$ cat src/rtl/gpio_lock_pkg.sv
package gpio_lock_pkg;
  localparam int PINS    = 16;
  localparam int DATA_W  = 32;
  localparam int ADDR_W  = 3;
  localparam int NIB_W   = 4;
  localparam int HALF    = PINS / 2;
  localparam int KEY_BIT = PINS;
  localparam logic [NIB_W-1:0] RESET_NIB = 4'b0100;

  typedef enum logic [ADDR_W-1:0] {
    REG_CFG_LO = 3'd0,
    REG_CFG_HI = 3'd1,
    REG_INPUT  = 3'd2,
    REG_LATCH  = 3'd3,
    REG_SET    = 3'd4,
    REG_CLR    = 3'd5,
    REG_LOCK   = 3'd6,
    REG_FAST   = 3'd7
  } regSel_t;

  // strobes and lock view handed from control to datapath
  typedef struct packed {
    logic            cfgLo;
    logic            cfgHi;
    logic            latch;
    logic            setBits;
    logic            clrBits;
    logic            fast;
    logic [PINS-1:0] frozen;
    logic            lockRdKey;
    logic [PINS-1:0] lockMask;
  } strobe_t;
endpackage

$ cat src/rtl/gpio_lock_ctrl.sv
module gpio_lock_ctrl
  import gpio_lock_pkg::*;
(
  input  logic              clk,
  input  logic              rstN,
  input  logic              wrEn,
  input  logic              rdEn,
  input  logic [ADDR_W-1:0] regAddr,
  input  logic [KEY_BIT:0]  wrKeyMask,
  output strobe_t           strb,
  output logic              lockActive
);
  typedef enum logic [2:0] {
    LK_IDLE, LK_ARM1, LK_ARM2, LK_ARM3, LK_READ1, LK_HELD
  } lockState_t;

  lockState_t state, stateNext;
  logic [PINS-1:0] maskQ;
  logic lockWr, lockRd, keyIn, sameMask;

  assign lockWr   = wrEn && (regAddr == REG_LOCK);
  assign lockRd   = rdEn && !wrEn && (regAddr == REG_LOCK);
  assign keyIn    = wrKeyMask[KEY_BIT];
  assign sameMask = (wrKeyMask[PINS-1:0] == maskQ);

  always_comb begin
    stateNext = state;
    unique case (state)
      LK_IDLE:  if (lockWr && keyIn) stateNext = LK_ARM1;
      LK_ARM1:  if (lockWr) stateNext = (!keyIn && sameMask) ? LK_ARM2 : LK_IDLE;
      LK_ARM2:  if (lockWr) stateNext = (keyIn && sameMask) ? LK_ARM3 : LK_IDLE;
      LK_ARM3:  if (lockWr) stateNext = LK_IDLE;
                else if (lockRd) stateNext = LK_READ1;
      LK_READ1: if (lockWr) stateNext = LK_IDLE;
                else if (lockRd) stateNext = LK_HELD;
      LK_HELD:  stateNext = LK_HELD;
      default:  stateNext = LK_IDLE;
    endcase
  end

  always_ff @(posedge clk or negedge rstN) begin
    if (!rstN) begin
      state <= LK_IDLE;
      maskQ <= '0;
    end else begin
      state <= stateNext;
      if (lockWr && state != LK_HELD) maskQ <= wrKeyMask[PINS-1:0];
    end
  end

  assign lockActive     = (state == LK_HELD);
  assign strb.cfgLo     = wrEn && (regAddr == REG_CFG_LO);
  assign strb.cfgHi     = wrEn && (regAddr == REG_CFG_HI);
  assign strb.latch     = wrEn && (regAddr == REG_LATCH);
  assign strb.setBits   = wrEn && (regAddr == REG_SET);
  assign strb.clrBits   = wrEn && (regAddr == REG_CLR);
  assign strb.fast      = wrEn && (regAddr == REG_FAST);
  assign strb.frozen    = lockActive ? maskQ : '0;
  assign strb.lockRdKey = (state == LK_READ1) || lockActive;
  assign strb.lockMask  = maskQ;

  assert_lock_sticky_R11: assert property (@(posedge clk) disable iff (!rstN)
    lockActive |=> lockActive);
  assert_mask_frozen_R11: assert property (@(posedge clk) disable iff (!rstN)
    lockActive |=> $stable(strb.lockMask));
  assert_lock_needs_read_R8: assert property (@(posedge clk) disable iff (!rstN)
    $rose(lockActive) |-> $past(lockRd));
endmodule

$ cat src/rtl/gpio_lock_dp.sv
module gpio_lock_dp
  import gpio_lock_pkg::*;
(
  input  logic              clk,
  input  logic              rstN,
  input  strobe_t           strb,
  input  logic              rdEn,
  input  logic [ADDR_W-1:0] regAddr,
  input  logic [DATA_W-1:0] wrData,
  input  logic [PINS-1:0]   padIn,
  input  logic [PINS-1:0]   afData,
  output logic [DATA_W-1:0] rdData,
  output logic [PINS-1:0]   padOut,
  output logic [PINS-1:0]   padOutEn,
  output logic [PINS-1:0]   padOpenDrain,
  output logic [PINS-1:0]   padPullUp,
  output logic [PINS-1:0]   padPullDown,
  output logic [PINS-1:0]   padMaxSpeed
);
  logic [NIB_W-1:0]  cfgNib [PINS];
  logic [PINS-1:0]   latchQ, fastQ, syncA, syncB;
  logic [DATA_W-1:0] cfgLoWord, cfgHiWord;

  always_ff @(posedge clk or negedge rstN) begin
    if (!rstN) begin
      for (int i = 0; i < PINS; i++) cfgNib[i] <= RESET_NIB;
    end else begin
      for (int i = 0; i < PINS; i++)
        if (!strb.frozen[i] && ((i < HALF) ? strb.cfgLo : strb.cfgHi))
          cfgNib[i] <= wrData[(i % HALF)*NIB_W +: NIB_W];
    end
  end

  always_ff @(posedge clk or negedge rstN) begin
    if (!rstN) begin
      latchQ <= '0;
      fastQ  <= '0;
      syncA  <= '0;
      syncB  <= '0;
    end else begin
      syncA <= padIn;
      syncB <= syncA;
      if (strb.fast) fastQ <= (fastQ & strb.frozen) | (wrData[PINS-1:0] & ~strb.frozen);
      if (strb.latch)        latchQ <= wrData[PINS-1:0];
      else if (strb.setBits) latchQ <= latchQ | wrData[PINS-1:0];
      else if (strb.clrBits) latchQ <= latchQ & ~wrData[PINS-1:0];
    end
  end

  always_comb begin
    for (int i = 0; i < HALF; i++) begin
      cfgLoWord[i*NIB_W +: NIB_W] = cfgNib[i];
      cfgHiWord[i*NIB_W +: NIB_W] = cfgNib[i + HALF];
    end
  end

  always_ff @(posedge clk or negedge rstN) begin
    if (!rstN) rdData <= '0;
    else if (rdEn) begin
      case (regAddr)
        REG_CFG_LO: rdData <= cfgLoWord;
        REG_CFG_HI: rdData <= cfgHiWord;
        REG_INPUT:  rdData <= {{(DATA_W-PINS){1'b0}}, syncB};
        REG_LATCH:  rdData <= {{(DATA_W-PINS){1'b0}}, latchQ};
        REG_LOCK:   rdData <= {{(DATA_W-PINS-1){1'b0}}, strb.lockRdKey, strb.lockMask};
        REG_FAST:   rdData <= {{(DATA_W-PINS){1'b0}}, fastQ};
        default:    rdData <= '0;
      endcase
    end
  end

  for (genvar g = 0; g < PINS; g++) begin : g_pin
    logic [1:0] spd, sub;
    logic isOut;
    assign spd   = cfgNib[g][1:0];
    assign sub   = cfgNib[g][3:2];
    assign isOut = (spd != 2'b00);
    assign padOutEn[g]     = isOut;
    assign padOpenDrain[g] = isOut && sub[0];
    assign padOut[g]       = (isOut && sub[1]) ? afData[g] : latchQ[g];
    assign padPullUp[g]    = !isOut && (sub == 2'b10) && latchQ[g];
    assign padPullDown[g]  = !isOut && (sub == 2'b10) && !latchQ[g];
    assign padMaxSpeed[g]  = (spd == 2'b11) && fastQ[g];

    assert_cfg_frozen_R9: assert property (@(posedge clk) disable iff (!rstN)
      strb.frozen[g] |=> $stable(cfgNib[g]));
  end

  assert_set_effect_R4: assert property (@(posedge clk) disable iff (!rstN)
    strb.setBits && !strb.latch |=>
      ((latchQ & $past(wrData[PINS-1:0])) == $past(wrData[PINS-1:0])));
  assert_clr_effect_R4: assert property (@(posedge clk) disable iff (!rstN)
    strb.clrBits && !strb.latch |=> ((latchQ & $past(wrData[PINS-1:0])) == '0));
  assert_pull_exclusive_R6: assert property (@(posedge clk) disable iff (!rstN)
    ((padPullUp & padPullDown) == '0) && (((padPullUp | padPullDown) & padOutEn) == '0));
endmodule

$ cat src/rtl/gpio_lock_port.sv
module gpio_lock_port
  import gpio_lock_pkg::*;
(
  input  logic              clk,
  input  logic              rstN,
  input  logic              wrEn,
  input  logic              rdEn,
  input  logic [ADDR_W-1:0] regAddr,
  input  logic [DATA_W-1:0] wrData,
  output logic [DATA_W-1:0] rdData,
  input  logic [PINS-1:0]   padIn,
  input  logic [PINS-1:0]   afData,
  output logic [PINS-1:0]   padOut,
  output logic [PINS-1:0]   padOutEn,
  output logic [PINS-1:0]   padOpenDrain,
  output logic [PINS-1:0]   padPullUp,
  output logic [PINS-1:0]   padPullDown,
  output logic [PINS-1:0]   padMaxSpeed,
  output logic              lockActive
);
  strobe_t strb;

  gpio_lock_ctrl ctrl_i (
    .clk(clk), .rstN(rstN), .wrEn(wrEn), .rdEn(rdEn), .regAddr(regAddr),
    .wrKeyMask(wrData[KEY_BIT:0]), .strb(strb), .lockActive(lockActive)
  );

  gpio_lock_dp dp_i (
    .clk(clk), .rstN(rstN), .strb(strb), .rdEn(rdEn), .regAddr(regAddr),
    .wrData(wrData), .padIn(padIn), .afData(afData), .rdData(rdData),
    .padOut(padOut), .padOutEn(padOutEn), .padOpenDrain(padOpenDrain),
    .padPullUp(padPullUp), .padPullDown(padPullDown), .padMaxSpeed(padMaxSpeed)
  );
endmodule

$ cat config.mk
export PLATFORM = sky130hd
export DESIGN_NAME = gpio_lock_port
export DESIGN_NICKNAME = d
export VERILOG_FILES = /design/src/rtl/gpio_lock_pkg.sv /design/src/rtl/gpio_lock_ctrl.sv /design/src/rtl/gpio_lock_dp.sv /design/src/rtl/gpio_lock_port.sv
export SDC_FILE = /design/constraint.sdc
export NUM_CORES = 1
export LEC_CHECK = 0
export ABC_AREA = 1
export CORE_MARGIN = 2
export CORE_UTILIZATION = 34
export DETAILED_ROUTE_END_ITERATION = 16
export PLACE_DENSITY = 0.64
export SETUP_SLACK_MARGIN = 0.02
export SLEW_MARGIN = 15
export SYNTH_ARGS = -nofsm -noshare
export SYNTH_HDL_FRONTEND = slang
export SYNTH_HIERARCHICAL = 1
export SYNTH_SLANG_ARGS = --single-unit
$ cat constraint.sdc
create_clock -name clk -period 1.85 [get_ports clk]
set_clock_uncertainty 0.05 [all_clocks]
set_input_delay 0.37 -clock clk [delete_from_list [all_inputs] [get_ports clk]]
set_output_delay 0.37 -clock clk [all_outputs]
set_load 0.01 [all_outputs]
## Word-level counts from Yosys, hierarchy flattened

Index checks and enable logic that the tools add are counted.

- Bits in registers: 179
- Input port bits: 71
- Word-level logic and storage cells: 308

- Reduce and logical (&&, ||, !) cells: 196
- Equality and inequality tests: 51
- Bitwise gates (word level): 7
- Multiplexer cells: 31

Operator list:

| kind | number |
|---|---|
| case mux 32 bit (6 select lines) | 1 |
| logical AND 1 bit | 125 |
| equality test 2 bit (second input constant) | 32 |
| 2-to-1 mux 16 bit | 4 |
| logical NOT 1 bit | 50 |
| bitwise AND 16 bit | 3 |
| NOT 16 bit | 2 |
| bitwise OR 16 bit | 2 |
| nonzero test 2 bit | 16 |
| 2-to-1 mux 3 bit | 7 |
| equality test 3 bit (second input constant) | 6 |
| case mux 3 bit (6 select lines) | 1 |
| equality test 16 bit | 1 |
| 2-to-1 mux 1 bit | 16 |
| equality test 3 x 2 -> 1 bit (second input constant) | 4 |
| equality test 3 x 1 -> 1 bit (second input constant) | 2 |
| logical NOT 3 bit | 2 |
| != test 2 x 1 -> 1 bit (second input constant) | 3 |
| != test 3 x 1 -> 1 bit (second input constant) | 2 |
| AND reduction 5 bit | 1 |
| 2-to-1 mux 2 bit | 2 |
| != test 3 bit (second input constant) | 1 |
| nonzero test 3 bit | 1 |
| logical OR 1 bit | 1 |

## Logic depth before layout (Yosys ltp)

Gate-level depths: netlist of the first run.

- Depth in word-level cells: 6
- Depth in mapped cells: 11
- Gate-level depth less buffers: 11

## Cells and area by module

The synthesis of the first run kept the hierarchy.

By module, submodules not included:

| module | instances | area each (µm²) | cells an instance |
|---|---|---|---|
| gpio_lock_dp | 1 | 7,823.8 | 1,010 |
| gpio_lock_ctrl | 1 | 1,460.2 | 246 |

## Worst setup path before layout of the first run

No wires, ideal clock.

- Kind: flip-flop to flip-flop
- From: reg ctrl_i.state[1]
- To: reg dp_i.cfgNib (netlist bit dp_i/cfgLoWord[0])
- Stages on the path, launching flop included: 8
- Arrival time: 1.383 ns
- Path slack: 0.290 ns
- Cell sequence: dfrtp_1 > nor3_4 > inv_2 > buf_6 > nor2_1 > inv_1 > nand2_1 > o21ai_0

RTL lines:

| what | line | source |
|---|---|---|
| from (decl) | gpio_lock_ctrl.sv:17 | `lockState_t state, stateNext;` |
| from (signal assigned) | gpio_lock_ctrl.sv:46 | `state <= stateNext;` |
| to (signal, indexed assignment) | gpio_lock_dp.sv:30 | `cfgNib[i] <= wrData[(i % HALF)*NIB_W +: NIB_W];` |
| to (decl) | gpio_lock_dp.sv:20 | `logic [NIB_W-1:0] cfgNib [PINS];` |

## Worst setup path after layout of the first run

- From: reg dp_i.cfgNib (netlist bit dp_i/cfgHiWord[12])
- To: out padOut[11]

- Longest elaborated chain between the ends: 3

RTL lines:

| what | line | source |
|---|---|---|
| nonzero test 2 bit | gpio_lock_dp.sv:77 | `assign isOut = (spd != 2'b00);` |
| logical AND 1 bit | gpio_lock_dp.sv:80 | `assign padOut[g] = (isOut && sub[1]) ? afData[g] : latchQ[g];` |
| 2-to-1 mux 1 bit | gpio_lock_dp.sv:80 |  |
| to (decl) | gpio_lock_port.sv:13 | `output logic [PINS-1:0] padOut,` |

No other way between the ends.

==> summary.md, run 1 <==
| Metric | Value |
|---|---|
| VDD IR-drop max | 448 uV |
| Share of synthesized flip-flops with an asynchronous set or reset | 1.00 |
| Pleak | 6.77 nW |
| Worst-path clk slew | 0.07 ns |
| Top post-synthesis cells by area | dfrtp_1 (44%), nand2_1 (15%), inv_1 (7.0%) |
| Synthesized area per cell | 7.39 um2 |
| Row count | 60 |
| Num CTS Buffers | 17 |
| Req. time, crit path | 1.43 ns |
| Critical Path, Cell by Cell | nor2_4 -> buf_6 -> inv_4 -> nand2_4 -> nor2_2 -> a21oi_1 -> buf_2 |
| WHS Endpoint | dp_i/syncB[2] |
| Area leader, netlist | dfrtp_1 |
| Failing checks | negative setup slack |
| Post-synth EDFFs | 0 |
| Initial Utilization | 0.345 |
| Top cells by count, synth | nand2_1 (380), inv_1 (172), dfrtp_1 (163), nor2_1 (150), o21ai_0 (71) |
| Bufs on Longest Clock Path | 2 |
| Clk Latency, worst-skew pair | 0.44 ns |
| Synth Cell Area | 0.00928 mm2 |
| Reg2reg end | dp_i/cfgLoWord[19] |
| Count of different cell masters after synthesis | 33 |
| Number of synthesized register bits | 179 |
| Status | finished with violations |
| MaxCap Viol Count | 0 |
| Pre-CTS setup slack | -0.471 ns |
| Hold crit path type | reg2reg |
| GRT overflow | 0 |
| CP Capture Type | primary output |
| Final core occ | 0.495 |
| Chip width | 169 um |
| Top cell type's share of synthesized area | 0.439 |
| Setup crit start kind | register |
| Worst hold path depth | 0 |
| Area growth syn-to-layout | 43.4% |
| Fin crit period | 1.90 ns |
| IO Count | 200 |
| Drt total wl | 32.8 mm |
| Via-to-Cell Ratio | 5.00 |
| CP max FO | 3 |
| Wirelength per Cell | 17.1 um |
| Nets@finish | 1638 |
| Worst-case reg-to-reg path depth | 6 |
| Antenna Nets Post-Route | 0 |
| Total power | 14.5 mW |
| Largest stage delay, worst path | 0.41 ns |
| RSZ-0062 raised after global routing | true |
| First-pass GRT wire length | 50.9 mm |
| Slew Limit Fails | 0 |
| Post-DP HPWL | 24.8 mm |
| Most common cell in the netlist | nand2_1 |
| DRC Markers | 0 |
| Sequential fraction of the synthesis area | 0.485 |
| Area after DPL | 0.0124 mm2 |
| Reg-to-reg slack, setup | 0.13 ns |
| Fmax | 526 MHz |
| Post-synth top flop | dfrtp_1 |
| Drt initial violations | 982 |
| DR vias | 9599 |
| Synth warn | 6 |
| PortBufs | 199 |
| Mapped Cells | 1256 |
| Worst Tran Pin Value | 0.468 ns |
| Die Ht | 169 um |
| Power Density | 1090 mW/mm2 |
| Initial antenna violation count | 0 |
| Tcrit/Tclk final | 1.03 |
| Final setup fails | 7 |
| Die area | 0.0286 mm2 |
| HP Start | dp_i/syncA[2] |
| Mapped Nets | 1327 |
| CTS tree | built |
| Core Region | 0.0269 mm2 |
| Final WS setup | -0.0504 ns |
| Largest net degree at the start of global routing | 41 |
| Share of layout cells above drive strength 1 | 0.267 |
| Htree depth | 4 |
| Post-Route Setup TNS | -0.137 ns |
| # diodes | 0 |
| GP Congestion | 0.916 |
| Data arrival, critical path | 1.48 ns |
| Total GRT Usage | 0.232 |
| Worst path slowest cell | dfrtp_1 |
| Drt pass-1 iters | 6 |
| Hold Vio Cnt, Final | 0 |
| # clock sinks | 179 |
| RR Startpoint | ctrl_i/state[1] |
| Vias in the first global route | 9170 |
| Post-route cell area | 0.0133 mm2 |
| CP Class | reg2out |
| Root buffer cell | clkbuf_16 |
| Slew HR | 0.688 |
[timing repair]
action,CTS,global route
endpoints found under the hold margin,30,0
hold buffers,1,0
endpoints found under the setup margin,103,143
pin swaps,33,36
setup buffers,23,8
gates resized for setup,395,138
gates cloned,0,0
[how the worst max path moves through the flow]
stage,from,end,slack [ns]
after global placement,regAddr[2],dp_i/rdData[10],-0.51
final,dp_i/cfgHiWord[12],padOut[11],-0.05
after global routing,dp_i/cfgHiWord[12],padOut[11],-0.12
after detailed placement,regAddr[2],dp_i/rdData[10],-0.47
after CTS,dp_i/cfgHiWord[13],padOut[11],-0.10
after floorplan,ctrl_i/state[1],dp_i/cfgLoWord[0],0.29
[critical path: cells and delay by family (launching register included)]
kind	cells	cell delay, ns
flip-flops	1	0.41
buffers and inverters	3	0.31
AND/OR/NAND/NOR	3	0.23
AO/OA/AOI/OAI	1	0.10
[layout by cell type, fill, tap and decap left out, types with 34 or more instances in the layout]
master,instances
nand3_1,34
nand4_1,54
buf_4,131
inv_1,156
a21oi_1,43
nor2_1,97
buf_2,69
nand2_1,363
o21ai_0,71
nor2_2,39
clkdlybuf4s50_1,93
dfrtp_1,163
[layout make-up]
| type | count | area [um2] |
|---|---|---|
| fill | 2635 | 13600 |
| sequential | 179 | 4500 |
| clock inverter | 14 | 161 |
| timing repair buffer | 351 | 2890 |
| clock buffer | 18 | 429 |
| tap | 341 | 427 |
| multi-input combinational | 841 | 4240 |
| inverter | 177 | 673 |
[where the power goes]
part           leakage [nW]  internal [mW]  switching (mW)  total (mW)
clock                 0.291           2.03            1.66        3.70
sequential             2.18           4.74           0.782        5.52
combinational          4.30           2.38            2.85        5.23
total                  6.77           9.16            5.29        14.5
[per-stage QoR]
step	cells	hold slack, ns
finish	1921	0.299
detailed placement	1861	0.285
global placement	1861	0.284
global route	1921	0.300
floorplan	1256	0.0244
CTS	1917	0.293
[kinds of logic after synthesis]
group | count (synthesis) | synth area share
buf+inv | 236 | 0.112
flops | 179 | 0.485
simple gates | 654 | 0.295
compound gates | 184 | 0.105
xor+xnor | 3 | 0.00283
[layer usage]
| metal | global-route usage | share of wire | wire length [um] | vias up |
|---|---|---|---|---|
| li1 | - | - | - | 4613 |
| met1 | 0.322 | 0.43 | 14100 | 4543 |
| met2 | 0.355 | 0.45 | 14900 | 404 |
| met3 | 0.0637 | 0.098 | 3200 | 39 |
| met4 | 0.0647 | 0.019 | 612 | 0 |
| met5 | 0 | 0 | 0 | - |
(Power assumes the default switching activity.)
==> run 2, diff against run 1 <==
REMOVE_ABC_BUFFERS = 1   (was not set)
SETUP_SLACK_MARGIN = not set   (was 0.02)
==> run 2 against run 1 <==
The flow still finishes with violations (negative setup slack); final cell count down 0.62%; register-to-register slack better by 0.05 ns; core utilization down 0.60 points; routed wire length down 1.9%; global-route usage down 0.48 points; sequential power about the same; first-iteration DRC count down 25%; combinational power down 6.1%; setup slack worse by 0.013 ns; sequential cell count unchanged; highest routed layer is now met5.
==> summary.md, run 2 (same netlist as run 1, synthesis figures left out) <==
| Metric | Value |
|---|---|
| GRT overflow | 0 (unchanged) |
| Total GRT Usage | 0.227 (was 0.232) |
| Chip width | 169 um (unchanged) |
| Num CTS Buffers | 17 (unchanged) |
| Largest net degree at the start of global routing | 54 (was 41) |
| Failing checks | negative setup slack (unchanged) |
| Inst Count DP | 1858 (was 1861) |
| Multi-input logic area | 0.00412 mm2 (was 0.00424 mm2) |
| Post-route cell area | 0.0132 mm2 (was 0.0133 mm2) |
| Die Ht | 169 um (unchanged) |
| GP Congestion | 0.900 (was 0.916) |
| RSZ-0062 raised after global routing | true (unchanged) |
| Worst-path clk slew | 0.07 ns (about the same) |
| CP Capture Type | primary output (unchanged) |
| Final WS setup | -0.0635 ns (was -0.0504 ns) |
| Slew HR | 0.723 (was 0.688) |
| Storage cell area | 0.00450 mm2 (unchanged) |
| Total power | 14.2 mW (was 14.5 mW) |
| CP max FO | 2 (was 3) |
| Status | finished with violations (unchanged) |
| First-pass GRT wire length | 50.2 mm (was 50.9 mm) |
| Most frequent cells in the layout | nand2_1 (365), dfrtp_1 (163), inv_1 (153) (was nand2_1 (363), dfrtp_1 (163), inv_1 (156)) |
| Critical Path, Cell by Cell | nor2_2 -> buf_4 -> inv_2 -> nand2_2 -> nor2_1 -> a21oi_1 -> buf_2 (was nor2_4 -> buf_6 -> inv_4 -> nand2_4 -> nor2_2 -> a21oi_1 -> buf_2) |
| Largest stage delay, worst path | 0.40 ns (was 0.41 ns) |
| Bufs on Longest Clock Path | 2 (unchanged) |
| Power Density | 1080 mW/mm2 (was 1090 mW/mm2) |
| Htree depth | 4 (unchanged) |
| Req. time, crit path | 1.43 ns (about the same) |
| Drt initial violations | 740 (was 982) |
| Pleak | 6.69 nW (was 6.77 nW) |
| Drt pass-1 iters | 5 (was 6) |
| Final core occ | 0.489 (was 0.495) |
| Data arrival, critical path | 1.49 ns (was 1.48 ns) |
| # clock sinks | 179 (unchanged) |
| Initial Utilization | 0.345 (unchanged) |
| PortBufs | 199 (unchanged) |
| Hold Vio Cnt, Final | 0 (unchanged) |
| Wirelength per Cell | 16.9 um (was 17.1 um) |
| MaxCap Viol Count | 0 (unchanged) |
| Setup crit start kind | register (unchanged) |
| # diodes | 0 (unchanged) |
| DR vias | 9429 (was 9599) |
| Vias in the first global route | 9291 (was 9170) |
| Post-DP HPWL | 23.7 mm (was 24.8 mm) |
| Final setup fails | 8 (was 7) |
| Row count | 60 (unchanged) |
| IO Count | 200 (unchanged) |
| Area growth syn-to-layout | 41.7% (was 43.4%) |
| Commonest non-fill, non-tap cell in the layout | nand2_1 (unchanged) |
| Non-Filler Instances | 1909 (was 1921) |
| Fin crit period | 1.91 ns (was 1.90 ns) |
| Worst path slowest cell | dfrtp_1 (unchanged) |
| Fill cell count | 2621 (was 2635) |
| Antenna Nets Post-Route | 0 (unchanged) |
| Via-to-Cell Ratio | 4.94 (was 5.00) |
| Root buffer cell | clkbuf_16 (unchanged) |
| Area after DPL | 0.0124 mm2 (about the same) |
| DRC Markers | 0 (unchanged) |
| Drt total wl | 32.2 mm (was 32.8 mm) |
| Tcrit/Tclk final | 1.03 (about the same) |
| Fmax | 523 MHz (was 526 MHz) |
| Hold crit path type | reg2reg (unchanged) |
| Clk Latency, worst-skew pair | 0.43 ns (was 0.44 ns) |
| Nets@finish | 1626 (was 1638) |
| VDD IR-drop max | 534 uV (was 448 uV) |
| CP Class | reg2out (unchanged) |
| Slew Limit Fails | 0 (unchanged) |
| Worst Tran Pin Value | 0.414 ns (was 0.468 ns) |
| CTS tree | built (unchanged) |
| Die area | 0.0286 mm2 (unchanged) |
| Core Region | 0.0269 mm2 (unchanged) |
| Initial antenna violation count | 1 (was 0) |
| Share of layout cells above drive strength 1 | 0.246 (was 0.267) |
==> run 2: cell types whose count changed in the layout (fill, tap and decap cells not counted), moves of 4 or more <==
| cell | previous run | this run |
|---|---|---|
| nor2_2 | 39 | 25 |
| clkdlybuf4s50_1 | 93 | 99 |
| nand3_4 | 11 | 6 |
| buf_4 | 131 | 119 |
| a21oi_1 | 43 | 48 |
| clkbuf_2 | 12 | 22 |
| inv_6 | 7 | 1 |
| inv_2 | 17 | 21 |
| buf_12 | 8 | 13 |
| a21oi_2 | 10 | 5 |
| buf_6 | 24 | 11 |
| nor2_1 | 97 | 111 |
| buf_2 | 69 | 61 |
==> run 2: final timing paths <==
check | startpoint | end | slack [ns] | cells after the start
max in group asynchronous | rstN | dp_i/cfgHiWord[14] | 0.70 | 3
setup / recovery | dp_i/cfgHiWord[16] | padOut[12] | -0.06 | 7
hold / removal | dp_i/syncA[3] | dp_i/syncB[3] | 0.30 | 0
hold reg to reg | dp_i/syncA[3] | dp_i/syncB[3] | 0.30 | 0
min in group asynchronous | rstN | dp_i/rdData[1] | 0.36 | 2
setup reg to reg | ctrl_i/state[0] | dp_i/cfgLoWord[23] | 0.18 | 8
==> run 2: timing repair <==
item,CTS,global route
hold buffers,1,0
resized for setup,324,141
buffers inserted,12,7
endpoints found under the hold margin,30,0
pin swaps,27,32
setup endpoints to repair,97,85
==> run 2: worst max-delay path: cells and delay by family (launching register included) <==
kind	cells	cell delay (ns)
simple gates	3	0.26
buf+inv	3	0.30
compound gates	1	0.10
flops	1	0.40
==> run 2: area by class of cell <==
| class | instances | share of cell area |
|---|---|---|
| multi-input cells | 841 | 0.313 |
| inverters | 177 | 0.0510 |
| well taps | 341 | 0.0324 |
| clock inverters | 12 | 0.0116 |
| clock buffers | 20 | 0.0355 |
| repair buffers | 339 | 0.214 |
| flip-flops and latches | 179 | 0.342 |
==> run 2: power by group <==
group | switching [mW] | internal, mW | total (mW)
clock | 1.57 | 2.24 | 3.80
combinational | 2.71 | 2.21 | 4.91
sequential | 0.779 | 4.74 | 5.52
==> run 2: layer usage <==
layer / up-vias / track usage / routed length (um)
met5: - / 0 / 14
met4: 2 / 0.0769 / 640
met3: 46 / 0.0529 / 2360
met2: 355 / 0.364 / 15000
met1: 4436 / 0.302 / 14200
li1: 4590 / - / -
==> run 2: stage by stage <==
step | hold slack (ns) | setup slack [ns] | setup TNS (ns)
floorplan | 0.0244 | -0.0356 | -0.566
global placement | 0.253 | -0.279 | -28.44
detailed placement | 0.255 | -0.354 | -31.04
CTS | 0.296 | -0.0586 | -0.324
global route | 0.309 | -0.151 | -1.92
finish | 0.298 | -0.0635 | -0.198
